## src/rtl/a20_gate_pkg.sv

```systemverilog
package a20_gate_pkg;

    localparam int unsigned HOST_DW = 8;

    // Classified host write event.
    typedef enum logic [1:0] {
        EV_NONE      = 2'd0,
        EV_CMD_GATE  = 2'd1,
        EV_CMD_OTHER = 2'd2,
        EV_DATA      = 2'd3
    } host_ev_e;

    typedef struct packed {
        host_ev_e kind;
        logic     gate_bit;
    } host_evt_t;

    function automatic host_ev_e classify_write(
        input logic stb,
        input logic is_cmd,
        input logic code_match
    );
        host_ev_e k;
        if (!stb)
            k = EV_NONE;
        else if (!is_cmd)
            k = EV_DATA;
        else if (code_match)
            k = EV_CMD_GATE;
        else
            k = EV_CMD_OTHER;
        return k;
    endfunction

endpackage

```

## src/rtl/a20_host_decode.sv

```systemverilog
module a20_host_decode
    import a20_gate_pkg::*;
#(
    parameter int unsigned        DATA_W   = HOST_DW,
    parameter logic [DATA_W-1:0]  CMD_CODE = 8'hD1,
    parameter int unsigned        GATE_BIT = 1
) (
    input  logic              wr_stb,
    input  logic              wr_is_cmd,
    input  logic [DATA_W-1:0] wr_byte,
    output host_evt_t         evt
);
    logic code_match;

    assign code_match = (wr_byte == CMD_CODE);

    always_comb begin
        evt.kind     = classify_write(wr_stb, wr_is_cmd, code_match);
        evt.gate_bit = wr_byte[GATE_BIT];
    end

endmodule

```

## src/rtl/a20_seq_track.sv

```systemverilog
module a20_seq_track
    import a20_gate_pkg::*;
#(
    parameter logic RESET_LEVEL = 1'b1
) (
    input  logic      clk,
    input  logic      rst,
    input  logic      enable,
    input  host_evt_t evt,
    output logic      level_q,
    output logic      armed_q
);

    always_ff @(posedge clk) begin
        if (rst) begin
            level_q <= RESET_LEVEL;
            armed_q <= 1'b0;
        end else if (!enable) begin
            armed_q <= 1'b0;
        end else begin
            unique case (evt.kind)
                EV_CMD_GATE:  armed_q <= 1'b1;
                EV_CMD_OTHER: armed_q <= 1'b0;
                EV_DATA: begin
                    if (armed_q)
                        level_q <= evt.gate_bit;
                    armed_q <= 1'b0;
                end
                default: ;
            endcase
        end
    end

    // reset forces the level high and drops the pending command
    a_r4_reset_level: assert property (@(posedge clk)
        rst |=> (level_q == RESET_LEVEL) && !armed_q);

    // a data byte arriving while armed sets the level
    a_r2_take_bit: assert property (@(posedge clk) disable iff (rst)
        (enable && armed_q && evt.kind == EV_DATA) |=> level_q == $past(evt.gate_bit));

    // a data byte arriving while not armed is ignored
    a_r5_unarmed_hold: assert property (@(posedge clk) disable iff (rst)
        (evt.kind == EV_DATA && !armed_q) |=> $stable(level_q));

    // a foreign command clears the pending state
    a_r6_cancel: assert property (@(posedge clk) disable iff (rst)
        (enable && evt.kind == EV_CMD_OTHER) |=> !armed_q);

    // while disabled the level is frozen and nothing stays armed
    a_r8_disabled: assert property (@(posedge clk) disable iff (rst)
        !enable |=> $stable(level_q) && !armed_q);

    // an idle cycle keeps the level
    a_r9_idle_hold: assert property (@(posedge clk) disable iff (rst)
        (evt.kind == EV_NONE) |=> $stable(level_q));

endmodule

```

## src/rtl/a20_out_sel.sv

```systemverilog
module a20_out_sel (
    input  logic hw_path,
    input  logic hw_level,
    input  logic fw_level,
    output logic pin_level
);
    always_comb begin
        pin_level = hw_path ? hw_level : fw_level;
    end
endmodule

```

## src/rtl/a20_fast_gate.sv

```systemverilog
module a20_fast_gate
    import a20_gate_pkg::*;
#(
    parameter int unsigned       DATA_W      = HOST_DW,
    parameter logic [DATA_W-1:0] CMD_CODE    = 8'hD1,
    parameter int unsigned       GATE_BIT    = 1,
    parameter logic              RESET_LEVEL = 1'b1
) (
    input  logic              clk,
    input  logic              rst,
    input  logic              host_wr,
    input  logic              host_cmd,
    input  logic [DATA_W-1:0] host_wdata,
    input  logic              fast_en,
    input  logic              fw_gate,
    output logic              gate_a20
);
    host_evt_t evt;
    logic      hw_level;
    logic      hw_armed;

    a20_host_decode #(
        .DATA_W  (DATA_W),
        .CMD_CODE(CMD_CODE),
        .GATE_BIT(GATE_BIT)
    ) u_decode (
        .wr_stb   (host_wr),
        .wr_is_cmd(host_cmd),
        .wr_byte  (host_wdata),
        .evt      (evt)
    );

    a20_seq_track #(
        .RESET_LEVEL(RESET_LEVEL)
    ) u_track (
        .clk    (clk),
        .rst    (rst),
        .enable (fast_en),
        .evt    (evt),
        .level_q(hw_level),
        .armed_q(hw_armed)
    );

    a20_out_sel u_sel (
        .hw_path  (fast_en),
        .hw_level (hw_level),
        .fw_level (fw_gate),
        .pin_level(gate_a20)
    );

    // port-level command-then-data sequence reaches the pin
    a_r2_port_sequence: assert property (@(posedge clk) disable iff (rst)
        (fast_en && host_wr && host_cmd && host_wdata == CMD_CODE)
        ##1 (fast_en && host_wr && !host_cmd)
        |=> (!fast_en || gate_a20 == $past(host_wdata[GATE_BIT])));

endmodule

```

## config.mk

```make
export PLATFORM = sky130hd
export DESIGN_NAME = a20_fast_gate
export DESIGN_NICKNAME = d
export VERILOG_FILES = /design/src/rtl/a20_gate_pkg.sv /design/src/rtl/a20_host_decode.sv /design/src/rtl/a20_seq_track.sv /design/src/rtl/a20_out_sel.sv /design/src/rtl/a20_fast_gate.sv
export SDC_FILE = /design/constraint.sdc
export NUM_CORES = 1
export LEC_CHECK = 0
export BUFFER_PORTS_ARGS = -buffer_cell sky130_fd_sc_hd__buf_2
export CORE_AREA = 2 2 39 41
export DETAILED_ROUTE_END_ITERATION = 12
export DIE_AREA = 0 0 41 43
export SLEW_MARGIN = 0
export SYNTH_ARGS = -nofsm -noshare
export SYNTH_HDL_FRONTEND = slang
export SYNTH_SLANG_ARGS = --single-unit
```

## constraint.sdc

```tcl
create_clock -name clk -period 1.3 [get_ports clk]
set_input_delay 0.195 -clock clk [delete_from_list [all_inputs] [get_ports clk]]
set_output_delay 0.195 -clock clk [all_outputs]
set_load 0.05 [all_outputs]
```

==> impl_metrics.ini <==
[clock_tree]
ctsHtreeMaxLevel = 1
root_buffer = clkbuf_4
cts_buffers = 3
cts_hold_buf = 0
post-cts-setup-buffer-count = 0
clk_latency_ns = 0.22
clock_path_buffers = 2
cts_tree = built
clkTransAtPathRegs_ns = 0.03
ctsResizeCount = 0
clock-sinks = 2

[global_routing]
grt_pass1_vias = 198
grt_pass1_wl_um = 710
grt_usage = 0.0691
grt_overflow = 0
grt_max_degree = 4
antenna_found_initial = 0

[die]
row_count = 14
ios = 15
initial_core_util = 0.0904
core_region_area_mm2 = 0.00138
dieArea_mm2 = 0.00176
die_w_um = 41
die_height_um = 43

[layout]
drive_gt1_frac = 0.600
diodes = 0
post-route-util = 0.172
nNetsFinal = 46
areaGrowthSynthToFinish_pct = 90.0

[timing]
layout_min_cycle_time_ns = 1.17
worst_slew_pin_slew_ns = 0.248
relSlewSlack = 0.836
rsz0062_at_grt = no
setup_viol = 0
skew_ns = 0.00165
tns_ns = 0
timing.fmax_mhz = 857
slew_violations = 0
hold_viol = 0
min_period_over_period = 0.897

[worst_setup_path]
rr_worst_depth = 2
reg2reg_slack_ns = 0.44
worstSetupStartpointType = flop
cp.arrival_ns = 0.97
rr_startpoint = u_track.armed_q
endpoint_kind = output pin
crit_path_max_fanout = 2
worstPathRequired_ns = 1.11
worst-setup-path-type = flop to output pin
r2r_end = u_track.level_q

[route]
vias_per_cell = 3.54
first_pass_iters = 1
wl_met2_um = 178
wire_per_inst_um = 8.65
post-route-drc-count = 0
m1WireLength_um = 190
vias = 163
met3WireLength_um = 28
top_layer_used = met3
dr.first_iter.drc_count = 0
antenna_left = 0
drt-total-wl_um = 398

[run_status]
status = completed

[worst_hold_path]
holdPathEnd = u_track.level_q
hold_start = rst
hp-class = input port to flop
whs_path_depth = 2

[logic_synthesis]
synth_top_area_cell = dfxtp_1
netlist_instances = 13
ys_ff_latch = 2
yosysWarnings = 0
ys_types = 10
synth_top_area_share = 0.320
synth.net_count = 27
avgSynthCellArea_um2 = 9.62
ys_seq_area_frac = 0.320
syn_area_um2 = 125
synth.area.top_cells = dfxtp_1 (32%), nand4b_1 (14%), and4bb_1 (10%), nand2b_1 (10%), mux2_2 (9.0%)

[placed_design]
io_buffers = 14
place_congestion = 0.589

[job]
maxCapViolations = 0

[pwr]
p_per_area_mw_per_mm2 = 985
p_leak_nw = 0.114
max-vdd-ir-drop_mv = 0.424
how the worst max path moves through the flow:
stage,startpoint,endpoint,slack [ns],cells past startpoint
2_1_floorplan,u_track.level_q,gate_a20,0.44,1
3_3_place_gp,fast_en,gate_a20,0.28,3
3_5_place_dp,fast_en,gate_a20,0.28,3
4_1_cts,u_track.level_q,gate_a20,0.12,2
5_1_grt,u_track.level_q,gate_a20,0.11,2
6_report,u_track.level_q,gate_a20,0.13,2
per-stage QoR:
| step | worst slack, ns | cells | area [um^2] | hold WS, ns | total power (W) |
|---|---|---|---|---|---|
| 3_3_place_gp | 0.284 | 43 | 215 | 0.392 | 0.0000993 |
| 6_report | 0.134 | 46 | 238 | 0.167 | 0.000234 |
| 3_5_place_dp | 0.284 | 43 | 215 | 0.396 | 0.0000992 |
| 5_1_grt | 0.111 | 46 | 238 | 0.186 | 0.000250 |
| 4_1_cts | 0.121 | 46 | 238 | 0.162 | 0.000244 |
| 2_1_floorplan | 0.440 | 13 | 125 | 0.289 | 0.0000762 |
cell usage in the layout (no fill, tap or decap):
cell,count
and4bb_1,1
inv_1,1
nor2_1,1
a21oi_1,1
dfxtp_1,2
nand2b_1,2
nand4b_1,2
buf_2,14
a211o_1,1
clkbuf_4,3
mux2_2,1
and4b_1,1
synth_stat cells:
library cell  count
dfxtp_1           2
nand2b_1          2
nand4b_1          2
a211o_1           1
a21oi_1           1
and4b_1           1
and4bb_1          1
inv_1             1
mux2_2            1
nor2_1            1
per-layer routing:
| metal | track usage | up-vias |
|---|---|---|
| met3 | 0.0471 | 0 |
| li1 | - | 84 |
| met2 | 0.0813 | 9 |
| met1 | 0.0703 | 70 |
| met5 | 0 | - |
| met4 | 0.0800 | 0 |
sequential cells by signal, indices dropped and copies added, names as in the netlist:
signal	cells
u_track.level_q	1
u_track.armed_q	1
report_power, final:
group / switching [W] / internal [W]
Sequential: 0.00000000598 / 0.0000619
Clock: 0.0000344 / 0.000102
Combinational: 0.0000154 / 0.0000206
cell type report:
class | instances | area (um^2)
clock buffers | 3 | 22.5
fillers | 160 | 1150
inverters | 1 | 3.75
multi-input cells | 10 | 81.3
flip-flops and latches | 2 | 40.0
well taps | 16 | 20.0
repair buffers | 14 | 70.1
logic make-up after synthesis:
kind of cell | count (synthesis) | share of synthesized area
buf+inv | 1 | 0.0300
compound gates | 2 | 0.110
flops | 2 | 0.320
simple gates | 7 | 0.450
mux | 1 | 0.0900
critical path: stages, from the launching register on:
cell	delay [ns]
dfxtp_1	0.29
mux2_2	0.25
buf_2	0.21
No activity file was read; power rests on OpenSTA's default activity.
